**config.mk**
```make
export PLATFORM = sky130hd
export DESIGN_NAME = hwy_frame_timer
export DESIGN_NICKNAME = d
export VERILOG_FILES = /design/src/rtl/hwy_pkg.sv /design/src/rtl/hwy_frame_cnt.sv /design/src/rtl/hwy_sel_ladder.sv /design/src/rtl/hwy_slot_decode.sv /design/src/rtl/hwy_frame_timer.sv
export SDC_FILE = /design/constraint.sdc
export NUM_CORES = 1
export LEC_CHECK = 0
export ABC_AREA = 1
export BUFFER_PORTS_ARGS = -buffer_cell sky130_fd_sc_hd__buf_2
export CORE_ASPECT_RATIO = 0.7
export CORE_MARGIN = 10
export CORE_UTILIZATION = 46
export DETAILED_ROUTE_END_ITERATION = 6
export PLACE_DENSITY = 0.72
export REMOVE_ABC_BUFFERS = 1
export SLEW_MARGIN = 20
export SYNTH_ARGS = -nofsm -noshare
export SYNTH_HDL_FRONTEND = slang
export SYNTH_SLANG_ARGS = --single-unit
```
**constraint.sdc**
```tcl
create_clock -name clk_i -period 1 [get_ports clk_i]
set_input_delay 0.05 -clock clk_i [delete_from_list [all_inputs] [get_ports clk_i]]
set_output_delay 0.05 -clock clk_i [all_outputs]
set_load 0.005 [all_outputs]
```
**src/rtl/hwy_pkg.sv**
```systemverilog
package hwy_pkg;
    // Default geometry of the timing generator
    localparam int unsigned HWY_CNT_W     = 8;  // 256 bit clocks per frame
    localparam int unsigned HWY_NUM_SEL   = 5;  // select ladder taps
    localparam int unsigned HWY_NUM_SLOTS = 8;  // timeslots per frame
    localparam int unsigned HWY_NUM_SYNC  = 6;  // codec sync strobes
endpackage

```
**src/rtl/hwy_frame_cnt.sv**
```systemverilog
module hwy_frame_cnt #(
    parameter int unsigned CNT_W = hwy_pkg::HWY_CNT_W
) (
    input  logic             clk_i,
    input  logic             rst_i,
    input  logic             en_i,
    output logic [CNT_W-1:0] cnt_o
);
    typedef struct packed {
        logic [CNT_W-1:0] cnt;
    } cnt_st_t;

    cnt_st_t st_d, st_q;

    always_comb begin
        st_d = st_q;
        if (en_i) begin
            st_d.cnt = st_q.cnt + CNT_W'(1);
        end
    end

    always_ff @(posedge clk_i) begin
        if (rst_i) begin
            st_q <= '0;
        end else begin
            st_q <= st_d;
        end
    end

    assign cnt_o = st_q.cnt;

    // enabled edge advances exactly one step, wrapping at frame end
    p_count_step_r5: assert property (@(posedge clk_i) disable iff (rst_i)
        en_i |=> (st_q.cnt == CNT_W'($past(st_q.cnt) + 1'b1)));

    // disabled edge leaves the frame counter alone
    p_count_hold_r6: assert property (@(posedge clk_i) disable iff (rst_i)
        !en_i |=> $stable(st_q.cnt));
endmodule

```
**src/rtl/hwy_sel_ladder.sv**
```systemverilog
module hwy_sel_ladder #(
    parameter int unsigned NUM_SEL = hwy_pkg::HWY_NUM_SEL
) (
    input  logic               clk_i,
    input  logic               rst_i,
    input  logic               en_i,
    input  logic [NUM_SEL-1:0] tap_i,   // upper counter bits, LSB = fastest
    output logic [NUM_SEL-1:0] sel_o
);
    typedef struct packed {
        logic [NUM_SEL-1:0] sel;
    } sel_st_t;

    sel_st_t st_d, st_q;
    logic [NUM_SEL-1:0] sel_dec;

    // Each select is high in the lower half of its own counter bit's cycle
    for (genvar i = 0; i < NUM_SEL; i++) begin : g_tap
        assign sel_dec[i] = ~tap_i[i];
    end

    always_comb begin
        st_d = st_q;
        if (en_i) begin
            st_d.sel = sel_dec;
        end
    end

    always_ff @(posedge clk_i) begin
        if (rst_i) begin
            st_q <= '0;
        end else begin
            st_q <= st_d;
        end
    end

    assign sel_o = st_q.sel;

    // the slowest select only rises at frame start, where all selects are high
    p_frame_start_all_high_r2: assert property (@(posedge clk_i) disable iff (rst_i)
        $rose(sel_o[NUM_SEL-1]) |-> (&sel_o));

    // selects frozen while disabled
    p_sel_hold_r6: assert property (@(posedge clk_i) disable iff (rst_i)
        !en_i |=> $stable(sel_o));
endmodule

```
**src/rtl/hwy_slot_decode.sv**
```systemverilog
module hwy_slot_decode #(
    parameter int unsigned CNT_W     = hwy_pkg::HWY_CNT_W,
    parameter int unsigned NUM_SLOTS = hwy_pkg::HWY_NUM_SLOTS,
    parameter int unsigned NUM_SYNC  = hwy_pkg::HWY_NUM_SYNC
) (
    input  logic                 clk_i,
    input  logic                 rst_i,
    input  logic                 en_i,
    input  logic [CNT_W-1:0]     cnt_i,
    output logic [NUM_SLOTS-1:0] chan_o,
    output logic [NUM_SYNC-1:0]  sync_o
);
    localparam int unsigned SLOT_W   = $clog2(NUM_SLOTS);
    localparam int unsigned OFFSET_W = CNT_W - SLOT_W;

    typedef struct packed {
        logic [NUM_SLOTS-1:0] chan;
        logic [NUM_SYNC-1:0]  sync;
    } slot_st_t;

    slot_st_t st_d, st_q;

    logic [SLOT_W-1:0]    slot_idx;
    logic                 slot_head;
    logic [NUM_SLOTS-1:0] chan_dec;
    logic [NUM_SYNC-1:0]  sync_dec;

    assign slot_idx  = cnt_i[CNT_W-1 -: SLOT_W];
    assign slot_head = (cnt_i[OFFSET_W-1:0] == '0);

    for (genvar s = 0; s < NUM_SLOTS; s++) begin : g_chan
        assign chan_dec[s] = (slot_idx == SLOT_W'(s));
    end

    for (genvar k = 0; k < NUM_SYNC; k++) begin : g_sync
        assign sync_dec[k] = slot_head & chan_dec[k];
    end

    always_comb begin
        st_d = st_q;
        if (en_i) begin
            st_d.chan = chan_dec;
            st_d.sync = sync_dec;
        end
    end

    always_ff @(posedge clk_i) begin
        if (rst_i) begin
            st_q <= '0;
        end else begin
            st_q <= st_d;
        end
    end

    assign chan_o = st_q.chan;
    assign sync_o = st_q.sync;

    // never two timeslot pulses at once
    p_chan_onehot0_r3: assert property (@(posedge clk_i) disable iff (rst_i)
        $onehot0(chan_o));

    // at most one codec strobe at a time
    p_sync_onehot0_r4: assert property (@(posedge clk_i) disable iff (rst_i)
        $onehot0(sync_o));

    // a codec strobe only inside its own timeslot
    p_sync_in_slot_r4: assert property (@(posedge clk_i) disable iff (rst_i)
        ((sync_o & ~chan_o[NUM_SYNC-1:0]) == '0));

    // decode outputs frozen while disabled
    p_slot_hold_r6: assert property (@(posedge clk_i) disable iff (rst_i)
        !en_i |=> ($stable(chan_o) && $stable(sync_o)));
endmodule

```
**src/rtl/hwy_frame_timer.sv**
```systemverilog
module hwy_frame_timer #(
    parameter int unsigned CNT_W     = hwy_pkg::HWY_CNT_W,
    parameter int unsigned NUM_SEL   = hwy_pkg::HWY_NUM_SEL,
    parameter int unsigned NUM_SLOTS = hwy_pkg::HWY_NUM_SLOTS,
    parameter int unsigned NUM_SYNC  = hwy_pkg::HWY_NUM_SYNC
) (
    input  logic                 clk_i,
    input  logic                 rst_i,
    input  logic                 en_i,
    output logic [NUM_SEL-1:0]   sel_o,
    output logic [NUM_SYNC-1:0]  sync_o,
    output logic [NUM_SLOTS-1:0] chan_o
);
    logic [CNT_W-1:0] frame_cnt;

    hwy_frame_cnt #(
        .CNT_W (CNT_W)
    ) u_cnt (
        .clk_i (clk_i),
        .rst_i (rst_i),
        .en_i  (en_i),
        .cnt_o (frame_cnt)
    );

    hwy_sel_ladder #(
        .NUM_SEL (NUM_SEL)
    ) u_sel (
        .clk_i (clk_i),
        .rst_i (rst_i),
        .en_i  (en_i),
        .tap_i (frame_cnt[CNT_W-1 -: NUM_SEL]),
        .sel_o (sel_o)
    );

    hwy_slot_decode #(
        .CNT_W     (CNT_W),
        .NUM_SLOTS (NUM_SLOTS),
        .NUM_SYNC  (NUM_SYNC)
    ) u_slot (
        .clk_i  (clk_i),
        .rst_i  (rst_i),
        .en_i   (en_i),
        .cnt_i  (frame_cnt),
        .chan_o (chan_o),
        .sync_o (sync_o)
    );

    // cycle after a reset edge shows idle outputs
    p_reset_idle_r7: assert property (@(posedge clk_i)
        rst_i |=> ((sel_o == '0) && (chan_o == '0) && (sync_o == '0)));
endmodule

```
==> impl.org <==
** CTS
- TritonCTS created 3 clock buffers.
- The clock passes through at most 2 buffers.
- The cell sitting at the root of the clock tree is a sky130_fd_sc_hd__clkbuf_4.
- Clock latency on the worst-skew pair, taken at its later pin, is 320 ps.
- Cts hold-fix bufs :: 0
- TritonCTS clock tree :: yes
- In this run the number of H-tree levels came out at 1.
- For this design, the sink count on the clock tree is 27.
- Clock transition at the registers of the reported paths :: 140 ps

** Yosys
- Part of the Yosys area used for sequential elements :: 0.516
- Syn_area_per_cell :: 7.64 um2
- Cells after Synth :: 137
- Area share of the leading cell type in the synthesized netlist :: 0.516
- The cell area that synthesis handed to floorplanning was 1050 um2.
- Synth warn :: 0
- Yosys mapped the design onto 16 distinct sky130hd cell types.
- Top cells by area in the synthesized netlist :: sky130_fd_sc_hd__dfxtp_1 (52%), sky130_fd_sc_hd__a21oi_1 (11%), sky130_fd_sc_hd__nor2_1 (9.3%), sky130_fd_sc_hd__nand2_1 (8.2%), sky130_fd_sc_hd__inv_1 (3.9%)
- Cell accounting for the most synthesized area :: sky130_fd_sc_hd__dfxtp_1
- The synthesized design contains 27 register bits.

** Global route
- In the global route stage, overall resource usage came out at 0.111.
- Total congestion overflow after global routing :: 0
- Vias in the first global route :: 946
- The first global-routing pass estimated 4200 um of wire.
- The number of antenna violations at the first check in global routing was 0.
- Entering global routing, the biggest net connects 21 pins.

** Cells and area
- Share of cells above drive strength 1 :: 0.365
- The net count of the finished layout is 173.
- Leaving out fill and tap cells, the most frequent cells in the layout are sky130_fd_sc_hd__nand2_1 (22), sky130_fd_sc_hd__nor2_1 (22), sky130_fd_sc_hd__buf_2 (21), sky130_fd_sc_hd__a21oi_1 (19), sky130_fd_sc_hd__dfxtp_1 (19).
- The layout has 184 filler cells.
- Final core area utilization :: 0.639
- Signed area change from the synthesized netlist to the final layout :: 31.5%
- ANT cells :: 0

** STA
- Achievable frequency :: 0.924 GHz
- Across all setup checks in the final design, the least slack found is -81.7 ps.
- Setup repair after global routing missed its margin :: true
- The count of final hold-check violations is 0.
- Worst slew pin tran :: 316 ps
- Headroom to the max-slew limit came out at 0.789.
- Max-slew violation total from the final report :: 0
- Final setup violation count :: 11
- Final clock period utilization by the worst path :: 1.08
- On the final layout, the worst clock skew is 3.49 ps.
- Shortest period the worst path allows :: 1080 ps

** Setup path
- Critical path startpoint category :: flop
- The largest single stage delay on the critical path is 390 ps.
- Along the worst path, the maximum fanout reaches 6.
- STA classifies the critical path endpoint as a flop.
- At the worst endpoint, the arrival time is 1360 ps.
- The number of cells on the worst reg-to-reg path is 6.
- By startpoint and endpoint, the worst setup path is classified as reg2reg.
- Reg-to-Reg Start :: u_cnt.cnt_o[0]
- Reg-to-reg setup timing slack :: -80 ps
- The slowest stage of the critical path belongs to the cell sky130_fd_sc_hd__dfxtp_4.
- For the worst setup path, the data required time is 1270 ps.
- Worst r2r dst :: u_slot.sync_o[3]
- Crit path buf inv count :: 1
- The kind of cell with the highest combined delay along the critical path is flip-flops.
- The critical path goes through inv_2 > ha_4 > nand2_4 > nor2_4 > nand2_1 > a21oi_2.

** Worst hold path
- The min-delay analysis places its worst path in the category in2reg.
- Endpoint of the worst hold path :: u_cnt.cnt_o[2]
- Hold path start :: en_i
- Number of cells on the worst hold path :: 3

** Power
- Fraction of power consumed by combinational cells :: 0.100
- Dividing total power by cell area gives a power density of 1290 nW/um2.
- The analysis attributes to cell leakage a power of 0.591 nW.
- Net switching share of the total power :: 0.249
- Across the VDD grid, the largest voltage drop is 0.857 mV.
- Of the total power, registers draw 0.634.
- Sw Pwr :: 0.443 mW
- Power Internal :: 1.33 mW
- The share of total power dissipated in the clock network is 0.267.

** Die
- From left edge to right edge, the die measures 77.0 um.
- The initialized floorplan defines 14 standard-cell rows.
- Top Ports :: 22
- Starting density of the core :: 0.486
- The floorplan step defined a die boundary enclosing 4620 um2.
- Chip Height :: 59.9 um
- Area inside the core boundary :: 2150 um2

** Place
- Post-placement setup slack :: -108 ps
- Buffers placed on the I/O ports in this run total 21.
- Detailed-placement wirelength estimate :: 1800 um
- Placer's final routability congestion estimate :: 0.754

** Routing
- Using the TritonRoute via totals, the vias-per-cell ratio works out to 4.92.
- # DRC :: 0
- For this block, the routed nets add up to 2520 um of wire.
- DR pass1 iterations :: 4
- Iteration-0 DRC count of the detailed router :: 61
- After detailed routing, the average wire length per cell comes to 12.7 um.
- The count of nets left with antenna violations once routing finished came out at 0.
- Total number of vias :: 979

** Run status
- Status :: finished, violations left
- Failing checks :: setup timing

** Run
- Max_cap viols :: 0
==> final cells by class <==
cell class | instances | area [um2] | share of cell area
Clock buffer | 4 | 26.3 | 0.0191
Inverter | 12 | 45.0 | 0.0327
Multi-Input combinational cell | 93 | 531 | 0.385
Sequential cell | 27 | 556 | 0.403
Tap cell | 32 | 40.0 | 0.0291
Timing Repair Buffer | 31 | 180 | 0.131
==> kinds of logic (layout without fill, tap and decap cells) <==
family,after synthesis,in the layout,share of synthesized area
fa+ha+maj,2,2,0.0239
compound gates,31,31,0.151
flops,27,27,0.516
buf+inv,17,47,0.0657
simple gates,60,60,0.244
==> power by group through the flow <==
stage          registers [mW]  logic, mW  clock network [mW]
2_1_floorplan            1.14     0.0621                   0
3_3_place_gp             1.14      0.132                   0
3_5_place_dp             1.14      0.138                   0
4_1_cts                  1.12      0.171               0.489
5_1_grt                  1.13      0.199               0.523
6_report                 1.12      0.177               0.474
==> Yosys cell counts <==
master,count
sky130_fd_sc_hd__nor2_2,1
sky130_fd_sc_hd__nand3_2,1
sky130_fd_sc_hd__ha_1,2
sky130_fd_sc_hd__inv_2,1
sky130_fd_sc_hd__a21oi_1,22
sky130_fd_sc_hd__nor2_1,26
sky130_fd_sc_hd__nor3_1,3
sky130_fd_sc_hd__dfxtp_1,27
sky130_fd_sc_hd__nand3_1,4
sky130_fd_sc_hd__clkbuf_1,1
sky130_fd_sc_hd__buf_2,4
sky130_fd_sc_hd__a22oi_1,1
sky130_fd_sc_hd__nand2_1,23
sky130_fd_sc_hd__nor3_2,2
sky130_fd_sc_hd__o21ai_0,8
sky130_fd_sc_hd__inv_1,11
==> layer usage <==
metal  part of all wire  up-vias  global-route usage
met2               0.47       22               0.180
met4              0.018        0              0.0492
met3              0.047        6              0.0404
met1               0.46      448               0.130
li1                   -      503                   -
met5                  0        -                   0
==> registers in the layout (all words and copies together) (netlist names) <==
| name | count |
|---|---|
| u_cnt.cnt_o | 8 |
| u_sel.sel_o | 5 |
| u_slot.chan_o | 8 |
| u_slot.sync_o | 6 |
==> worst max-delay path by stage <==
stage,slack [ps],end,startpoint,cells past startpoint
2_1_floorplan,20,u_cnt.cnt_o[6],u_cnt.cnt_o[0],6
3_5_place_dp,-110,u_slot.sync_o[4],u_cnt.cnt_o[0],6
5_1_grt,-140,u_cnt.cnt_o[6],u_cnt.cnt_o[0],5
6_report,-80,u_slot.sync_o[3],u_cnt.cnt_o[0],6
3_3_place_gp,-70,u_cnt.cnt_o[6],u_cnt.cnt_o[0],6
4_1_cts,-60,u_cnt.cnt_o[6],u_cnt.cnt_o[1],6
==> timing repair <==
action                                  CTS  global route
endpoints found under the setup margin   12            18
gates cloned                              0             0
pin swaps                                 6             5
hold endpoints to repair                  0             0
resized for setup                        17            16
setup buffers                             2             1
==> tightest hold or removal path, stage by stage <==
cell	delay, ps
sky130_fd_sc_hd__buf_2	170
sky130_fd_sc_hd__a21oi_1	140
sky130_fd_sc_hd__nor2_1	50
==> stage by stage <==
step	std cells	cell area, um2	hold slack [ps]	total power [mW]	setup TNS (ps)
global route	199	1380	126	1.85	-1230
detailed placement	192	1220	453	1.28	-870
global placement	192	1220	449	1.27	-162
finish	199	1380	107	1.78	-485
floorplan	132	1020	119	1.21	0
CTS	198	1310	97.5	1.78	-329
(Power assumes the default switching activity.)
